**src/rtl/pp_block_reader.sv**
```systemverilog
module pp_block_reader #(
  parameter int CNT_W = 16,
  parameter int REG_W = 6
) (
  input  logic             clk,
  input  logic             rst_n,
  input  logic [7:0]       ctl_i,
  input  logic [7:0]       pd_i,
  output logic [7:0]       pd_o,
  output logic             pd_oe,
  input  logic             epp_rd_i,
  output logic [3:0]       nib_o,
  output logic             ide_rd,
  output logic [REG_W-1:0] ide_reg,
  input  logic [7:0]       ide_rdata,
  output logic [1:0]       blk_mode,
  output logic [CNT_W-1:0] blk_count,
  output logic             busy
);
  localparam logic [7:0] C_LAT0 = 8'h0C;
  localparam logic [7:0] C_LAT1 = 8'h0E;
  localparam logic [7:0] C_REST = 8'h04;
  localparam logic [7:0] C_NLO  = 8'h06;
  localparam logic [7:0] C_BA   = 8'hA6;
  localparam logic [7:0] C_BB   = 8'hA4;
  localparam logic [7:0] C_END  = 8'hAC;

  typedef enum logic [3:0] {
    S_IDLE, S_PRE, S_ADDR, S_NIB, S_BYTE, S_BT1, S_BT2, S_EPP, S_ET1, S_ET2
  } st_t;

  st_t              st;
  logic [7:0]       ctl_q, addr_q, cur_q, out_q, f0_q, f1_q;
  logic [1:0]       fcnt_q;
  logic             need_q, exp_q, epp_q;
  logic [3:0]       nib_q;
  logic [CNT_W-1:0] cnt_q;

  wire ev     = ctl_i != ctl_q;
  wire e_lat0 = ev && ctl_i == C_LAT0;
  wire e_lat1 = ev && ctl_i == C_LAT1;
  wire e_go   = ev && ctl_i == C_REST;
  wire e_nlo  = ev && ctl_i == C_NLO;
  wire e_ba   = ev && ctl_i == C_BA;
  wire e_bb   = ev && ctl_i == C_BB;
  wire e_end  = ev && ctl_i == C_END;

  wire in_byte  = st inside {S_BYTE, S_BT1, S_BT2};
  wire in_epp   = st inside {S_EPP, S_ET1, S_ET2};
  wire epp_rise = epp_rd_i && !epp_q;

  wire nib_fetch = st == S_NIB && e_nlo && need_q;
  wire nib_high  = st == S_NIB && e_go && ctl_q == C_NLO && !need_q;
  wire byte_req  = st == S_BYTE && (exp_q ? e_bb : e_ba);
  wire epp_pop   = in_epp && epp_rise && fcnt_q != 2'd0;
  wire epp_fill  = st == S_EPP && !e_end && (fcnt_q != 2'd2 || epp_pop);

  assign ide_rd    = nib_fetch || byte_req || epp_fill;
  assign pd_oe     = (in_byte && ctl_i[5]) || (in_epp && epp_rd_i);
  assign pd_o      = out_q;
  assign nib_o     = nib_q;
  assign ide_reg   = addr_q[REG_W-1:0];
  assign blk_mode  = addr_q[7:6];
  assign blk_count = cnt_q;
  assign busy      = st inside {S_NIB, S_BYTE, S_BT1, S_BT2, S_EPP, S_ET1, S_ET2};

  always_ff @(posedge clk) begin
    if (!rst_n) epp_q <= 1'b0;
    else        epp_q <= epp_rd_i;
  end

  always_ff @(posedge clk) begin
    if (!rst_n) begin
      st     <= S_IDLE;
      ctl_q  <= C_REST;
      addr_q <= 8'h00;
      cur_q  <= 8'h00;
      out_q  <= 8'h00;
      f0_q   <= 8'h00;
      f1_q   <= 8'h00;
      fcnt_q <= 2'd0;
      need_q <= 1'b0;
      exp_q  <= 1'b0;
      nib_q  <= 4'h0;
      cnt_q  <= '0;
    end else begin
      ctl_q <= ctl_i;
      if (e_lat0 && st != S_ADDR) begin
        st     <= S_PRE;
        cnt_q  <= '0;
        fcnt_q <= 2'd0;
      end else if (e_lat1 && (st == S_PRE || st == S_ADDR)) begin
        addr_q <= pd_i;
        st     <= S_ADDR;
      end else begin
        case (st)
          S_ADDR: if (e_go) begin
            case (addr_q[7:6])
              2'b00: begin st <= S_NIB; need_q <= 1'b1; end
              2'b11: begin st <= S_BYTE; exp_q <= 1'b0; end
              2'b10: begin st <= S_EPP; fcnt_q <= 2'd0; end
              default: st <= S_IDLE;
            endcase
          end
          S_NIB: begin
            if (nib_fetch) begin
              cur_q  <= ide_rdata;
              nib_q  <= ide_rdata[3:0];
              need_q <= 1'b0;
            end else if (e_nlo) begin
              nib_q <= cur_q[3:0];
            end else if (nib_high) begin
              nib_q  <= cur_q[7:4];
              need_q <= 1'b1;
              cnt_q  <= cnt_q + 1'b1;
            end
          end
          S_BYTE: begin
            if (byte_req) begin
              out_q <= ide_rdata;
              exp_q <= ~exp_q;
              cnt_q <= cnt_q + 1'b1;
            end else if (e_end) begin
              st <= S_BT1;
            end
          end
          S_BT1: if (e_bb) st <= S_BT2;
          S_BT2: if (e_go) st <= S_IDLE;
          S_EPP, S_ET1, S_ET2: begin
            if (epp_pop) begin
              out_q <= f0_q;
              cnt_q <= cnt_q + 1'b1;
            end
            case ({epp_pop, epp_fill})
              2'b11: begin
                if (fcnt_q == 2'd2) begin
                  f0_q <= f1_q;
                  f1_q <= ide_rdata;
                end else begin
                  f0_q <= ide_rdata;
                end
              end
              2'b01: begin
                if (fcnt_q == 2'd0) f0_q <= ide_rdata;
                else                f1_q <= ide_rdata;
                fcnt_q <= fcnt_q + 2'd1;
              end
              2'b10: begin
                f0_q   <= f1_q;
                fcnt_q <= fcnt_q - 2'd1;
              end
              default: ;
            endcase
            if (st == S_EPP && e_end)    st <= S_ET1;
            else if (st == S_ET1 && e_bb) st <= S_ET2;
            else if (st == S_ET2 && e_go) st <= S_IDLE;
          end
          default: ;
        endcase
      end
    end
  end

  AST_FIFO_RANGE: assert property (@(posedge clk) disable iff (!rst_n)
    fcnt_q != 2'd3);
  AST_EPP_FULL_IDLE: assert property (@(posedge clk) disable iff (!rst_n)
    (st == S_EPP && fcnt_q == 2'd2 && !epp_rise) |-> !ide_rd);
  AST_NO_RD_TERM: assert property (@(posedge clk) disable iff (!rst_n)
    (st inside {S_BT1, S_BT2, S_ET1, S_ET2}) |-> !ide_rd);
  AST_NIB_FETCH: assert property (@(posedge clk) disable iff (!rst_n)
    (ide_rd && st == S_NIB) |-> (ctl_i == C_NLO && ctl_q != C_NLO));
  AST_OE_RELEASE: assert property (@(posedge clk) disable iff (!rst_n)
    (st == S_BT2 && e_go) |=> !pd_oe);
  AST_CNT_STEP: assert property (@(posedge clk) disable iff (!rst_n)
    (cnt_q != $past(cnt_q)) |-> (cnt_q == $past(cnt_q) + 1'b1 || cnt_q == '0));
endmodule

```
**config.mk**
```make
export PLATFORM = sky130hd
export DESIGN_NAME = pp_block_reader
export DESIGN_NICKNAME = d
export VERILOG_FILES = /design/src/rtl/pp_block_reader.sv
export SDC_FILE = /design/constraint.sdc
export NUM_CORES = 1
export LEC_CHECK = 0
export BUFFER_PORTS_ARGS = -buffer_cell sky130_fd_sc_hd__buf_2
export CORE_UTILIZATION = 50
export CTS_CLUSTER_SIZE = 10
export DETAILED_ROUTE_END_ITERATION = 8
export PLACE_DENSITY_LB_ADDON = 0.12
export SLEW_MARGIN = 10
export SYNTH_ARGS = -nofsm -noshare
export SYNTH_HDL_FRONTEND = slang
export SYNTH_SLANG_ARGS = --single-unit
```
**constraint.sdc**
```tcl
create_clock -name clk -period 3.7 [get_ports clk]
set_input_delay 0.37 -clock clk [delete_from_list [all_inputs] [get_ports clk]]
set_output_delay 0.37 -clock clk [all_outputs]
set_load 0.02 [all_outputs]
```
* Word-level counts from Yosys, hierarchy flattened *
Cells that the tools add are included.

word-level totals
  bits in registers = 77
  input port bits = 27
  output and inout bits = 39
  logic and storage cells = 191

cells by class
  $add $sub $neg = 3
  equal/unequal tests = 58
  mux-type cells = 45
  bitwise gates (word level) = 4
  reductions and logical operators = 66

operator list
  cell                                                    count
  2-to-1 mux 16 bit                                       5
  2-to-1 mux 8 bit                                        6
  case mux 16 bit (3 select lines)                        1
  2-to-1 mux 4 bit                                        11
  AND reduction 7 bit                                     5
  case mux 8 bit (2 select lines)                         2
  inequality test 2 bit (second input constant)           14
  logical AND 1 bit                                       25
  equality test 8 x 3 -> 1 bit (second input constant)    3
  equality test 8 bit (second input constant)             3
  case mux 8 bit (3 select lines)                         1
  inequality test 4 x 2 -> 1 bit (second input constant)  5
  case mux 4 bit (5 select lines)                         1
  adder 16 x 1 -> 16 bit (second input constant)          1
  equality test 4 x 3 -> 1 bit (second input constant)    4
  equality test 8 x 4 -> 1 bit (second input constant)    2
  inequality test 3 x 2 -> 1 bit (second input constant)  5
  AND reduction 5 bit                                     3
  nonzero test 3 bit                                      5
  nonzero test 7 bit                                      2
  AND reduction 6 bit                                     2
  nonzero test 2 bit                                      6
  equality test 2 bit (second input constant)             5
  2-to-1 mux 1 bit                                        10
  other kinds (28)                                        49

* Longest topological paths before layout *
  depth in word-level cells = 9
  gate-level depth with buffers = 14

* Worst setup path after synthesis *
OpenSTA, ideal clock, no wires.

  kind = in2reg
  start point = in ctl_i[1]
  end point = reg f1_q[0]
  data arrival time = 2694 ps
  required time = 3572 ps
  path slack = 879 ps
  cell stages on the path = 12
  path buffers = 2
  cells stage by stage = buf_6 > xor2_1 > nor4_2 > a2111oi_4 > a221o_1 > inv_1 > ha_1 > o21ai_0 > or3_1 > buf_2 > mux2i_1 > nor2_1

on the way
  cells in the longest elaborated chain, start to end = 8
  elaborated cells between the ends (all ways) = 21
  classes of those cells = eq/ne (8); mux (1); bitwise (2); reduce/logical (10)

ends and longest elaborated chain
  what                                                                          line    text
  start: declaration                                                            7       input logic [7:0] ctl_i,
  inequality test 8 bit or equality test 8 bit (tied branches)                  39, 46
  logical AND 1 bit                                                             46      wire e_end = ev && ctl_i == C_END;
  logical NOT 1 bit                                                             56      wire epp_fill = st == S_EPP && !e_end && (fcnt_q != 2'd2 || epp_pop);
  logical AND 1 bit (2 in a row)                                                56
  equality test 2 x 1 -> 1 bit or equality test 2 bit (tied branches)           134     case ({epp_pop, epp_fill})
  inequality test 2 bit (no source line) or nonzero test 2 bit (tied branches)  -
  AND reduction 6 bit (no source line)                                          -
  end signal: assignment                                                        138     f1_q <= ide_rdata;
  end signal: assignment                                                        145     else f1_q <= ide_rdata;
  end: declaration                                                              33      logic [7:0] ctl_q, addr_q, cur_q, out_q, f0_q, f1_q;

Several ways; a longest one is shown, not always the timed one.
A chain may end at the register's enable or synchronous reset.

* Final worst setup path *
  start point = reg st[1]
  end point = reg cnt_q[12] (netlist: blk_count[12])

on the way
  cells in the longest elaborated chain, start to end = 6
  elaborated cells between the ends (all ways) = 31
  classes of those cells = eq/ne (13); mux (1); bitwise (1); reduce/logical (16)

ends and longest elaborated chain
  what                                                        line    text
  start: declaration                                          32      st_t st;
  start signal: assignment                                    74      st <= S_IDLE;
  start signal: assignment                                    89      st <= S_PRE;
  start signal: assignment                                    94      st <= S_ADDR;
  equality test 4 x 3 -> 1 bit, or another cell as far along  49, 96
  nonzero test 3 bit or logical AND 1 bit (tied branches)     49, 53
  logical AND 1 bit, on equally long branches (2 in a row)    55, 53
  inequality test 2 bit (no source line)                      -
  AND reduction 7 bit (no source line)                        -
  end signal: assignment                                      115     cnt_q <= cnt_q + 1'b1;
  end signal: assignment                                      122     cnt_q <= cnt_q + 1'b1;
  end signal: assignment                                      132     cnt_q <= cnt_q + 1'b1;
  end: declaration                                            37      logic [CNT_W-1:0] cnt_q;

Several ways; a longest one is shown, not always the timed one.

==> impl_metrics.json <==
{
  "final_net_count": 554,
  "synthFlopType": "dfxtp_1",
  "start_util": 0.527,
  "share_comb_of_total_power": 0.048,
  "critPathKind": "register to register",
  "cpPeakStageDelay_ns": 0.72,
  "worstSkewPairLatency_ns": 0.35,
  "synth_top_area_cell": "dfxtp_1",
  "synth.area.top_cells": "dfxtp_1, mux2i_1, a21oi_1, nand2_1, nor2_1",
  "r2r-end": "blk_count[12]$_SDFFE_PP0P_",
  "drtIter0Drc": 180,
  "place_hpwl_um": 6700,
  "r2r-start": "st[1]$_SDFFE_PP0P_",
  "cts.sinks": 77,
  "p_per_area_nw_per_um2": 364,
  "drcViolationCount": 0,
  "clkPwrFrac": 0.440,
  "fmaxAchievable_mhz": 324,
  "via_per_inst": 5.70,
  "post-route-min-period_ns": 3.09,
  "arrival_ns": 3.36,
  "wl_per_cell_um": 14.7,
  "rrSetupSlack_ns": 0.61,
  "p_leak_uw": 0.00183,
  "grt_pass1_wl_um": 15700,
  "final_util": 0.610,
  "yosys_warnings": 0,
  "syn_to_final_growth_pct": 15.7,
  "relSlewSlack": 0.473,
  "hold_violations": 0,
  "path_clk_slew_ns": 0.09,
  "routed_wl_um": 9200,
  "crit_required_ns": 3.97,
  "rr_worst_depth": 8,
  "rows": 31,
  "min_period_over_period": 0.834,
  "crit_chain": "nand4b_1 -> and2_1 -> or3_4 -> inv_2 -> a211o_1 -> nand4_1 -> or3_1 -> a21oi_1",
  "cp_slowest_cell": "dfxtp_1",
  "drive_above_1_share": 0.195,
  "pre_cts_slack_ns": 0.435,
  "totalPowerFinal_uw": 1640,
  "clockRootBuffer": "clkbuf_8",
  "final_common_cell": "dfxtp_1",
  "num_vias": 3567,
  "n_antenna_cell": 0,
  "p_sw_uw": 377,
  "die_x_um": 90.1,
  "port_buffers": 65,
  "fin_skew_ns": 0.0102,
  "tightest_slew_ns": 0.791,
  "min-delay-start": "pd_i[2]",
  "ys_async_sr_fraction": 0,
  "final_cell_mix": "dfxtp_1, buf_2, nand2_1, nor2_1, a21oi_1",
  "synth_nets": 495,
  "numCtsBuffers": 9,
  "grt_setup_unrepaired": "no",
  "cp.buffers_inverters": 1,
  "htreeDepth": 3,
  "cts_hold_buf": 0,
  "die_h_um": 90.1,
  "p_int_uw": 1260,
  "drtPass1Iterations": 4,
  "cp_max_fo": 18,
  "tritoncts": "done",
  "yosys_register_bits": 77,
  "yosysTopAreaCellShare": 0.397,
  "startpoint_type": "register",
  "grt_overflow_total": 0,
  "min_to": "addr_q[2]$_SDFFE_PN0P_",
  "yosysUniqueCellTypes": 56,
  "min_path_cells": 3,
  "die_area_um2": 8130,
  "avgSynthCellArea_um2": 8.37,
  "io-pin-count": 66,
  "clock_path_buffers": 2,
  "grt_max_degree": 48,
  "worstHoldPathType": "input port to register",
  "seq_area_frac_synth": 0.397,
  "gp_congestion": 0.823,
  "cts_resized": 0,
  "maxCapViolCount": 0,
  "core-area_um2": 7370,
  "synth_edf_count": 0,
  "antenna_found_initial": 0,
  "synth_cells": 464,
  "slew_viol_final": 0,
  "end_kind": "register",
  "antenna_left": 0,
  "setup-tns-final_ns": 0,
  "synth.cell_area_um2": 3880,
  "status": "finished clean",
  "grt_usage": 0.239,
  "swShare": 0.231,
  "cts_setup_buffers": 0,
  "fin_ws_ns": 0.614,
  "grt_pass1_vias": 3283,
  "holdWs_ns": 0.253,
  "setup_violations": 0,
  "seqPwrFrac": 0.512,
  "cp_top_family": "simple AND/OR/NAND/NOR gates",
  "peakVddDrop_v": 0.000271
}
-- worst max path at each step --
stage	slack, ns	to	from	cells past startpoint
3_5_place_dp	0.43	f1_q[5]$_SDFFE_PN0P_	ctl_i[1]	12
5_1_grt	0.36	f0_q[5]$_SDFFE_PN0P_	st[1]$_SDFFE_PP0P_	9
4_1_cts	0.65	f1_q[2]$_SDFFE_PN0P_	ctl_q[1]$_SDFF_PN0_	11
6_report	0.61	blk_count[12]$_SDFFE_PP0P_	st[1]$_SDFFE_PP0P_	8
2_1_floorplan	0.88	f1_q[0]$_SDFFE_PN0P_	ctl_i[1]	12
3_3_place_gp	0.56	f1_q[7]$_SDFFE_PN0P_	ctl_i[1]	12
-- power groups by stage --
stage / Clock, uW / Sequential [uW] / Combinational (uW)
after floorplan: 0 / 856 / 44.8
after global placement: 0 / 857 / 76.7
after detailed placement: 0 / 857 / 78.0
after CTS: 727 / 838 / 78.2
after global routing: 760 / 839 / 86.0
final: 720 / 838 / 78.0
-- kinds of logic after synthesis --
| group | synth area share |
|---|---|
| flip-flops | 0.397 |
| AO/OA/AOI/OAI | 0.181 |
| XOR/XNOR | 0.0451 |
| AND/OR/NAND/NOR | 0.267 |
| adder cells (fa/ha/maj) | 0.0129 |
| multiplexers | 0.0567 |
| buffers and inverters | 0.0403 |
-- worst register-to-register path, cell delays in order, from the launching register on --
cell	delay [ns]
dfxtp_1	0.72
nand4b_1	0.37
and2_1	0.29
or3_4	0.42
inv_2	0.11
a211o_1	0.14
nand4_1	0.37
or3_1	0.44
a21oi_1	0.16
-- flip-flops by register name, summed over array words and instances, names as in the netlist --
| signal | flops |
|---|---|
| addr_q | 8 |
| blk_count | 16 |
| ctl_q | 8 |
| cur_q | 8 |
| epp_q | 1 |
| exp_q | 1 |
| f0_q | 8 |
| f1_q | 8 |
| fcnt_q | 2 |
| need_q | 1 |
| nib_o | 4 |
| pd_o | 8 |
| st | 4 |
-- routing by layer --
metal	up-vias	part of all wire	global-route usage
met5	-	0	0
met4	0	0.014	0.0820
met3	10	0.043	0.0516
met2	89	0.48	0.385
met1	1680	0.46	0.316
li1	1788	-	-
-- cell type report --
type	instances	area, um2
Multi-Input combinational cell	351	2190
Clock inverter	5	82.6
Timing Repair Buffer	72	378
Inverter	12	45.0
Clock buffer	10	138
Sequential cell	77	1540
Fill cell	689	2870
Tap cell	99	124
-- metrics by stage --
stage          cells  cell area (um2)
5_1_grt          626             4500
3_5_place_dp     611             4280
2_1_floorplan    464             3880
4_1_cts          626             4500
3_3_place_gp     611             4280
6_report         626             4500
-- cells in the mapped netlist (all sizes together), types with 6 or more instances --
master	n
nand3	16
a211oi	10
nor2b	10
buf	9
dfxtp	77
o21a	6
inv	12
xor2	10
nor3	19
o21ai	16
clkbuf	15
or3	11
nor2	45
xnor2	10
mux2i	22
nand2b	8
and2	9
a21oi	40
nor4b	6
nand2	47
nor4	9
a221oi	8
(Power assumes the default switching activity.)
